[config.mk]
export PLATFORM = sky130hd
export DESIGN_NAME = pmcap_top
export DESIGN_NICKNAME = d
export VERILOG_FILES = /design/src/rtl/pmcap_pkg.sv /design/src/rtl/pmcap_cfgport.sv /design/src/rtl/pmcap_pwrstate.sv /design/src/rtl/pmcap_rdmux.sv /design/src/rtl/pmcap_top.sv
export SDC_FILE = /design/constraint.sdc
export NUM_CORES = 1
export LEC_CHECK = 0
export CORE_ASPECT_RATIO = 1.2
export CORE_MARGIN = 2
export CORE_UTILIZATION = 61
export DETAILED_ROUTE_END_ITERATION = 8
export DONT_BUFFER_PORTS = 1
export GPL_TIMING_DRIVEN = 0
export PLACE_DENSITY = 0.77
export SETUP_SLACK_MARGIN = 0.3
export SLEW_MARGIN = 10
export SYNTH_ARGS = -nofsm -noshare
export SYNTH_HDL_FRONTEND = slang
export SYNTH_SLANG_ARGS = --single-unit
[constraint.sdc]
create_clock -name clk -period 2.15 [get_ports clk]
set_clock_uncertainty 0.15 [all_clocks]
set_input_delay 0.43 -clock clk [delete_from_list [all_inputs] [get_ports clk]]
set_output_delay 0.43 -clock clk [all_outputs]
set_load 0.02 [all_outputs]
[src/rtl/pmcap_pkg.sv]
package pmcap_pkg;
  typedef enum logic [1:0] {
    PS_D0 = 2'b00,
    PS_D1 = 2'b01,
    PS_D2 = 2'b10,
    PS_D3 = 2'b11
  } pstate_e;

  localparam int unsigned ST_LSB      = 0;
  localparam int unsigned WEN_BIT     = 8;
  localparam int unsigned WSTS_BIT    = 15;
  localparam int unsigned PMC_D1_BIT  = 9;
  localparam int unsigned PMC_D2_BIT  = 10;
  localparam logic [7:0]  PM_CAP_ID   = 8'h01;
  localparam logic [15:0] STATUS_WORD = 16'h0010;
endpackage

[src/rtl/pmcap_cfgport.sv]
module pmcap_cfgport (
  input  logic        clk,
  input  logic        rst_n,
  input  logic        req_valid_i,
  input  logic        req_write_i,
  input  logic [31:0] rd_data_i,
  input  logic        rsp_ready_i,
  output logic        req_ready_o,
  output logic        accept_o,
  output logic        rsp_valid_o,
  output logic [31:0] rsp_rdata_o
);
  assign req_ready_o = !rsp_valid_o;
  assign accept_o    = req_valid_i && req_ready_o;

  always_ff @(posedge clk) begin
    if (!rst_n) begin
      rsp_valid_o <= 1'b0;
      rsp_rdata_o <= '0;
    end else if (accept_o && !req_write_i) begin
      rsp_valid_o <= 1'b1;
      rsp_rdata_o <= rd_data_i;
    end else if (rsp_valid_o && rsp_ready_i) begin
      rsp_valid_o <= 1'b0;
    end
  end
endmodule

[src/rtl/pmcap_pwrstate.sv]
module pmcap_pwrstate
  import pmcap_pkg::*;
#(
  parameter logic [15:0] PMC = 16'h0A03
) (
  input  logic        clk,
  input  logic        rst_n,
  input  logic        wr_i,
  input  logic [3:0]  be_i,
  input  logic [31:0] wdata_i,
  input  logic        pme_event_i,
  output pstate_e     state_o,
  output logic        pme_en_o,
  output logic        pme_sts_o
);
  logic [1:0] req_st;
  logic       st_ok;

  assign req_st = wdata_i[ST_LSB +: 2];

  always_comb begin
    unique case (req_st)
      2'b01:   st_ok = PMC[PMC_D1_BIT];
      2'b10:   st_ok = PMC[PMC_D2_BIT];
      default: st_ok = 1'b1;
    endcase
  end

  always_ff @(posedge clk) begin
    if (!rst_n) begin
      state_o   <= PS_D0;
      pme_en_o  <= 1'b0;
      pme_sts_o <= 1'b0;
    end else begin
      if (wr_i && be_i[0] && st_ok) state_o <= pstate_e'(req_st);
      if (wr_i && be_i[1]) pme_en_o <= wdata_i[WEN_BIT];
      if (pme_event_i) pme_sts_o <= 1'b1;
      else if (wr_i && be_i[1] && wdata_i[WSTS_BIT]) pme_sts_o <= 1'b0;
    end
  end
endmodule

[src/rtl/pmcap_rdmux.sv]
module pmcap_rdmux
  import pmcap_pkg::*;
#(
  parameter int unsigned IDX_W    = 6,
  parameter logic [31:0] ID_WORD  = 32'h5A31_1F2C,
  parameter logic [7:0]  CAP_PTR  = 8'h40,
  parameter logic [15:0] PMC      = 16'h0A03,
  parameter logic [31:0] DATA_TBL = 32'h050A_1428
) (
  input  logic [IDX_W-1:0] idx_i,
  input  logic             cmd_io_i,
  input  logic             cmd_mem_i,
  input  pstate_e          state_i,
  input  logic             pme_en_i,
  input  logic             pme_sts_i,
  output logic [31:0]      rdata_o
);
  localparam logic [IDX_W-1:0] CAP_IDX = IDX_W'(CAP_PTR >> 2);
  localparam logic [IDX_W-1:0] CSR_IDX = CAP_IDX + IDX_W'(1);
  localparam logic [IDX_W-1:0] CMD_IDX = IDX_W'(1);
  localparam logic [IDX_W-1:0] PTR_IDX = IDX_W'(5);

  logic [7:0]  meas;
  logic [31:0] csr_word;

  assign meas = DATA_TBL[{state_i, 3'b000} +: 8];

  always_comb begin
    csr_word = '0;
    csr_word[31:24]          = meas;
    csr_word[WSTS_BIT]       = pme_sts_i;
    csr_word[WEN_BIT]        = pme_en_i;
    csr_word[ST_LSB +: 2]    = state_i;
  end

  always_comb begin
    if (idx_i == '0)            rdata_o = ID_WORD;
    else if (idx_i == CMD_IDX)  rdata_o = {STATUS_WORD, 14'b0, cmd_mem_i, cmd_io_i};
    else if (idx_i == PTR_IDX)  rdata_o = {24'b0, CAP_PTR};
    else if (idx_i == CAP_IDX)  rdata_o = {PMC, 8'h00, PM_CAP_ID};
    else if (idx_i == CSR_IDX)  rdata_o = csr_word;
    else                        rdata_o = '0;
  end
endmodule

[src/rtl/pmcap_top.sv]
module pmcap_top
  import pmcap_pkg::*;
#(
  parameter int unsigned IDX_W    = 6,
  parameter logic [31:0] ID_WORD  = 32'h5A31_1F2C,
  parameter logic [7:0]  CAP_PTR  = 8'h40,
  parameter logic [15:0] PMC      = 16'h0A03,
  parameter logic [31:0] DATA_TBL = 32'h050A_1428
) (
  input  logic             clk,
  input  logic             rst_n,
  input  logic             req_valid_i,
  output logic             req_ready_o,
  input  logic             req_write_i,
  input  logic [IDX_W-1:0] req_index_i,
  input  logic [3:0]       req_be_i,
  input  logic [31:0]      req_wdata_i,
  output logic             rsp_valid_o,
  input  logic             rsp_ready_i,
  output logic [31:0]      rsp_rdata_o,
  output logic [1:0]       pstate_o,
  output logic             io_en_o,
  output logic             mem_en_o,
  input  logic             pme_event_i,
  output logic             wake_o
);
  localparam logic [IDX_W-1:0] CSR_IDX = IDX_W'(CAP_PTR >> 2) + IDX_W'(1);
  localparam logic [IDX_W-1:0] CMD_IDX = IDX_W'(1);

  logic        accept;
  logic        wr_fire;
  logic [31:0] rd_data;
  logic        cmd_io, cmd_mem;
  pstate_e     state;
  logic        pme_en, pme_sts;

  pmcap_cfgport u_port (
    .clk(clk), .rst_n(rst_n),
    .req_valid_i(req_valid_i), .req_write_i(req_write_i),
    .rd_data_i(rd_data), .rsp_ready_i(rsp_ready_i),
    .req_ready_o(req_ready_o), .accept_o(accept),
    .rsp_valid_o(rsp_valid_o), .rsp_rdata_o(rsp_rdata_o)
  );

  assign wr_fire = accept && req_write_i;

  always_ff @(posedge clk) begin
    if (!rst_n) begin
      cmd_io  <= 1'b0;
      cmd_mem <= 1'b0;
    end else if (wr_fire && req_index_i == CMD_IDX && req_be_i[0]) begin
      cmd_io  <= req_wdata_i[0];
      cmd_mem <= req_wdata_i[1];
    end
  end

  pmcap_pwrstate #(.PMC(PMC)) u_pwr (
    .clk(clk), .rst_n(rst_n),
    .wr_i(wr_fire && req_index_i == CSR_IDX),
    .be_i(req_be_i), .wdata_i(req_wdata_i),
    .pme_event_i(pme_event_i),
    .state_o(state), .pme_en_o(pme_en), .pme_sts_o(pme_sts)
  );

  pmcap_rdmux #(
    .IDX_W(IDX_W), .ID_WORD(ID_WORD), .CAP_PTR(CAP_PTR),
    .PMC(PMC), .DATA_TBL(DATA_TBL)
  ) u_rd (
    .idx_i(req_index_i), .cmd_io_i(cmd_io), .cmd_mem_i(cmd_mem),
    .state_i(state), .pme_en_i(pme_en), .pme_sts_i(pme_sts),
    .rdata_o(rd_data)
  );

  assign pstate_o = state;
  assign io_en_o  = cmd_io  && (state == PS_D0);
  assign mem_en_o = cmd_mem && (state == PS_D0);
  assign wake_o   = pme_sts && pme_en;
endmodule

==> flow_summary.ini <==
[routing]
first_iter_violations = 21
route.vias.total = 983
drc = 0
post_drt_wl_per_cell_um = 14.4
drt-total-wl_um = 2420
drt.antenna.violating_nets = 0
via_cell_ratio = 5.85
first_pass_iters = 4

[placed_design]
dp.final_hpwl_um = 1840
routabilityCongestion = 0.875
placement.io_buffers = 0
dp_worst_slack_ns = 0.133
place_inst = 164

[global_routing]
grt_start_max_net_pins = 13
grt_use_total = 0.221
vias_in_the_first_global_route = 869
grt_pass1_wl_um = 3750
antenna_violations_before_repair = 0
overflow = 0

[power]
pwr-share-comb = 0.111
power.leakage_nw = 0.486
power.share.clock = 0.308
power.net_switching_mw = 0.179
peakVddDrop_v = 0.000345
p_sw_frac = 0.246
internal_power_mw = 0.548
power.share.sequential = 0.581
powerDensity_mw_per_mm2 = 563

[clock_network]
cts.reportedPaths.clkPinSlew_ns = 0.12
cts-root-to-sink-buffers = 2
cts_num_sinks = 22
tritoncts = done
worst_skew_pair.late_latency_ns = 0.30
root_buffer = sky130_fd_sc_hd__clkbuf_4
cts_inserted_buffers = 3
cts_setup_buffers = 0
htree_num_levels = 1

[flow_run]
drv_cap = 0

[logic_synthesis]
synth.avg_cell_area_um2 = 8.49
post-synth-top-area-fraction = 0.378
netlist_instances = 137
synth.top_cells.by_area = sky130_fd_sc_hd__dfxtp_1 38%, sky130_fd_sc_hd__buf_4 11%, sky130_fd_sc_hd__a21boi_0 7.1%
mappedNetlistArea_mm2 = 0.00116
yosysWarnings = 0
number_of_synthesized_register_bits = 22
synth-edff-count = 0
synth_seq_area_share = 0.378
async_flop_share = 0
synth_flop_cell = sky130_fd_sc_hd__dfxtp_1
yosysTopAreaCell = sky130_fd_sc_hd__dfxtp_1
synth.distinct_cells = 36

[critical_path]
arrival_ns = 1.91
worst-path-buf-inv = 1
required_time_at_the_endpoint_of_the_critical_path_ns = 2.24
worstPathCellList = or3b_2 > clkbuf_4 > or3_1 > a21boi_0
cpLargestDelayFamily = simple AND/OR/NAND/NOR gates
critPathMaxStageDelay_ns = 0.49
critPathMaxFanout = 10
cp-start-kind = register
worstReg2RegStart = u_port.rsp_valid_o
timing_worst_setup_path_type = reg2reg
ff2ff_setup_slack_ns = 0.33
critical_path.reg2reg.endpoint = u_port.rsp_rdata_o[6]
rr_worst_depth = 4
timing.critical_path.slowest_stage_cell = sky130_fd_sc_hd__or3b_2
endpoint_kind = register

[cells_and_area]
instances_no_fill = 168
post_route_cells_drive_above_1_share = 0.242
number_of_antenna_repair_diodes = 0
num-nets-final = 198
nFillCells = 154
multiInputGateArea_um2 = 603
syn2layout_area_growth_pct = 11.0
layout_common_cells = 20 x sky130_fd_sc_hd__nand2_1, 19 x sky130_fd_sc_hd__dfxtp_1, 17 x sky130_fd_sc_hd__buf_4
layout.cells.most_common = sky130_fd_sc_hd__nand2_1
seq_area_um2 = 447

[min_path]
worstHoldEndpoint = u_pwr.pme_sts_o
min_path_cells = 1
timing.hold.worst.start = req_wdata_i[15]
hold_path.class = in2reg

[timing]
finalSetupViolCount = 0
period_share = 0.846
layout_setup_ws_ns = 0.330
number_of_slew_limit_violations_in_the_final_report = 0
slew_headroom = 0.530
setup_repair_after_global_routing_missed_its_margin = yes
fin_hold_ws_ns = 0.0647
timing.fmax_ghz = 0.549
worst_slew_pin_slew_ns = 0.700
aggregate_negative_setup_slack_ns = 0
final_hold_viol_count = 0
fin_crit_ns = 1.82

[floorplanning]
die_area_mm2 = 0.00227
core_box_area_mm2 = 0.00183
floorplan.io_pins = 87
dieHeight_um = 51.8
initial_core_util = 0.636
dieWidth_um = 43.9
fp-row-count = 17

[outcome]
run_status = completed
==> through the flow <==
| stage | cell area (µm²) | util | power [mW] |
|---|---|---|---|
| final | 1290 | 0.706 | 0.727 |
| after global routing | 1290 | 0.706 | 0.759 |
| after CTS | 1280 | 0.699 | 0.735 |
| after detailed placement | 1230 | 0.673 | 0.510 |
| after global placement | 1230 | 0.673 | 0.509 |
| after floorplan | 1210 | - | 0.499 |
==> metal layers <==
layer | part of all wire | track usage | wire, µm | vias to the layer above
met4 | 0.014 | 0.0909 | 34 | 0
met3 | 0.077 | 0.0521 | 186 | 4
met5 | 0 | 0 | 0 | -
met2 | 0.51 | 0.380 | 1220 | 46
li1 | - | - | - | 483
met1 | 0.40 | 0.259 | 973 | 450
==> cells in the mapped netlist (2+ instances only) <==
| cell | n |
|---|---|
| sky130_fd_sc_hd__clkbuf_1 | 6 |
| sky130_fd_sc_hd__a21boi_1 | 2 |
| sky130_fd_sc_hd__a21oi_1 | 2 |
| sky130_fd_sc_hd__a31oi_1 | 3 |
| sky130_fd_sc_hd__dfxtp_1 | 22 |
| sky130_fd_sc_hd__nand2_1 | 20 |
| sky130_fd_sc_hd__nand4b_1 | 3 |
| sky130_fd_sc_hd__o21ai_0 | 4 |
| sky130_fd_sc_hd__o41ai_1 | 2 |
| sky130_fd_sc_hd__or4_1 | 4 |
| sky130_fd_sc_hd__buf_4 | 17 |
| sky130_fd_sc_hd__inv_1 | 4 |
| sky130_fd_sc_hd__or3_1 | 4 |
| sky130_fd_sc_hd__mux2i_1 | 3 |
| sky130_fd_sc_hd__nand4_1 | 4 |
| sky130_fd_sc_hd__nand3_1 | 3 |
| sky130_fd_sc_hd__and2_1 | 5 |
| sky130_fd_sc_hd__a21boi_0 | 11 |
==> flip-flops by register name, indices dropped and copies added (netlist names) <==
signal              cells
u_port.rsp_valid_o      1
u_pwr.pme_en_o          1
u_pwr.state_o           2
u_pwr.pme_sts_o         1
cmd_io                  1
cmd_mem                 1
u_port.rsp_rdata_o     15
==> power groups by stage <==
stage | Combinational (mW) | Sequential (mW) | Clock [mW]
6_report | 0.0806 | 0.423 | 0.224
5_1_grt | 0.0882 | 0.424 | 0.247
4_1_cts | 0.0793 | 0.423 | 0.232
3_5_place_dp | 0.0783 | 0.432 | 0
3_3_place_gp | 0.0770 | 0.432 | 0
2_1_floorplan | 0.0682 | 0.431 | 0
==> area by class of cell <==
type	count	share of cell area
multi-input cells	95	0.467
flip-flops and latches	22	0.346
plain buffers	24	0.129
clock buffers	4	0.0281
well taps	19	0.0184
inverters	4	0.0116
==> kinds of logic (layout without fill, tap and decap cells) <==
| family | Yosys count | in the layout | share of synthesized area |
|---|---|---|---|
| AOI/OAI and AO/OA | 27 | 27 | 0.161 |
| buffers and inverters | 28 | 32 | 0.146 |
| DFF | 22 | 22 | 0.378 |
| muxes | 4 | 4 | 0.0355 |
| other | 1 | 9 | 0.00322 |
| and+or+nand+nor | 55 | 55 | 0.275 |
==> worst max-delay path by stage <==
stage / startpoint / to / slack [ns] / depth (start not counted)
finish: u_port.rsp_valid_o / u_port.rsp_rdata_o[6] / 0.33 / 4
global route: u_port.rsp_valid_o / u_port.rsp_rdata_o[6] / 0.25 / 4
CTS: u_port.rsp_valid_o / u_port.rsp_rdata_o[6] / 0.31 / 4
detailed placement: req_index_i[4] / cmd_mem / 0.13 / 4
global placement: req_index_i[1] / u_port.rsp_rdata_o[29] / 0.13 / 3
floorplan: req_index_i[1] / u_pwr.state_o[1] / 0.23 / 4
==> what timing repair did <==
item | 4_1_cts | 5_1_grt
pin swaps | 0 | 0
endpoints found under the setup margin | 13 | 11
gates resized for setup | 6 | 6
hold buffers | 0 | 0
Power figures use the tool's default switching activity.
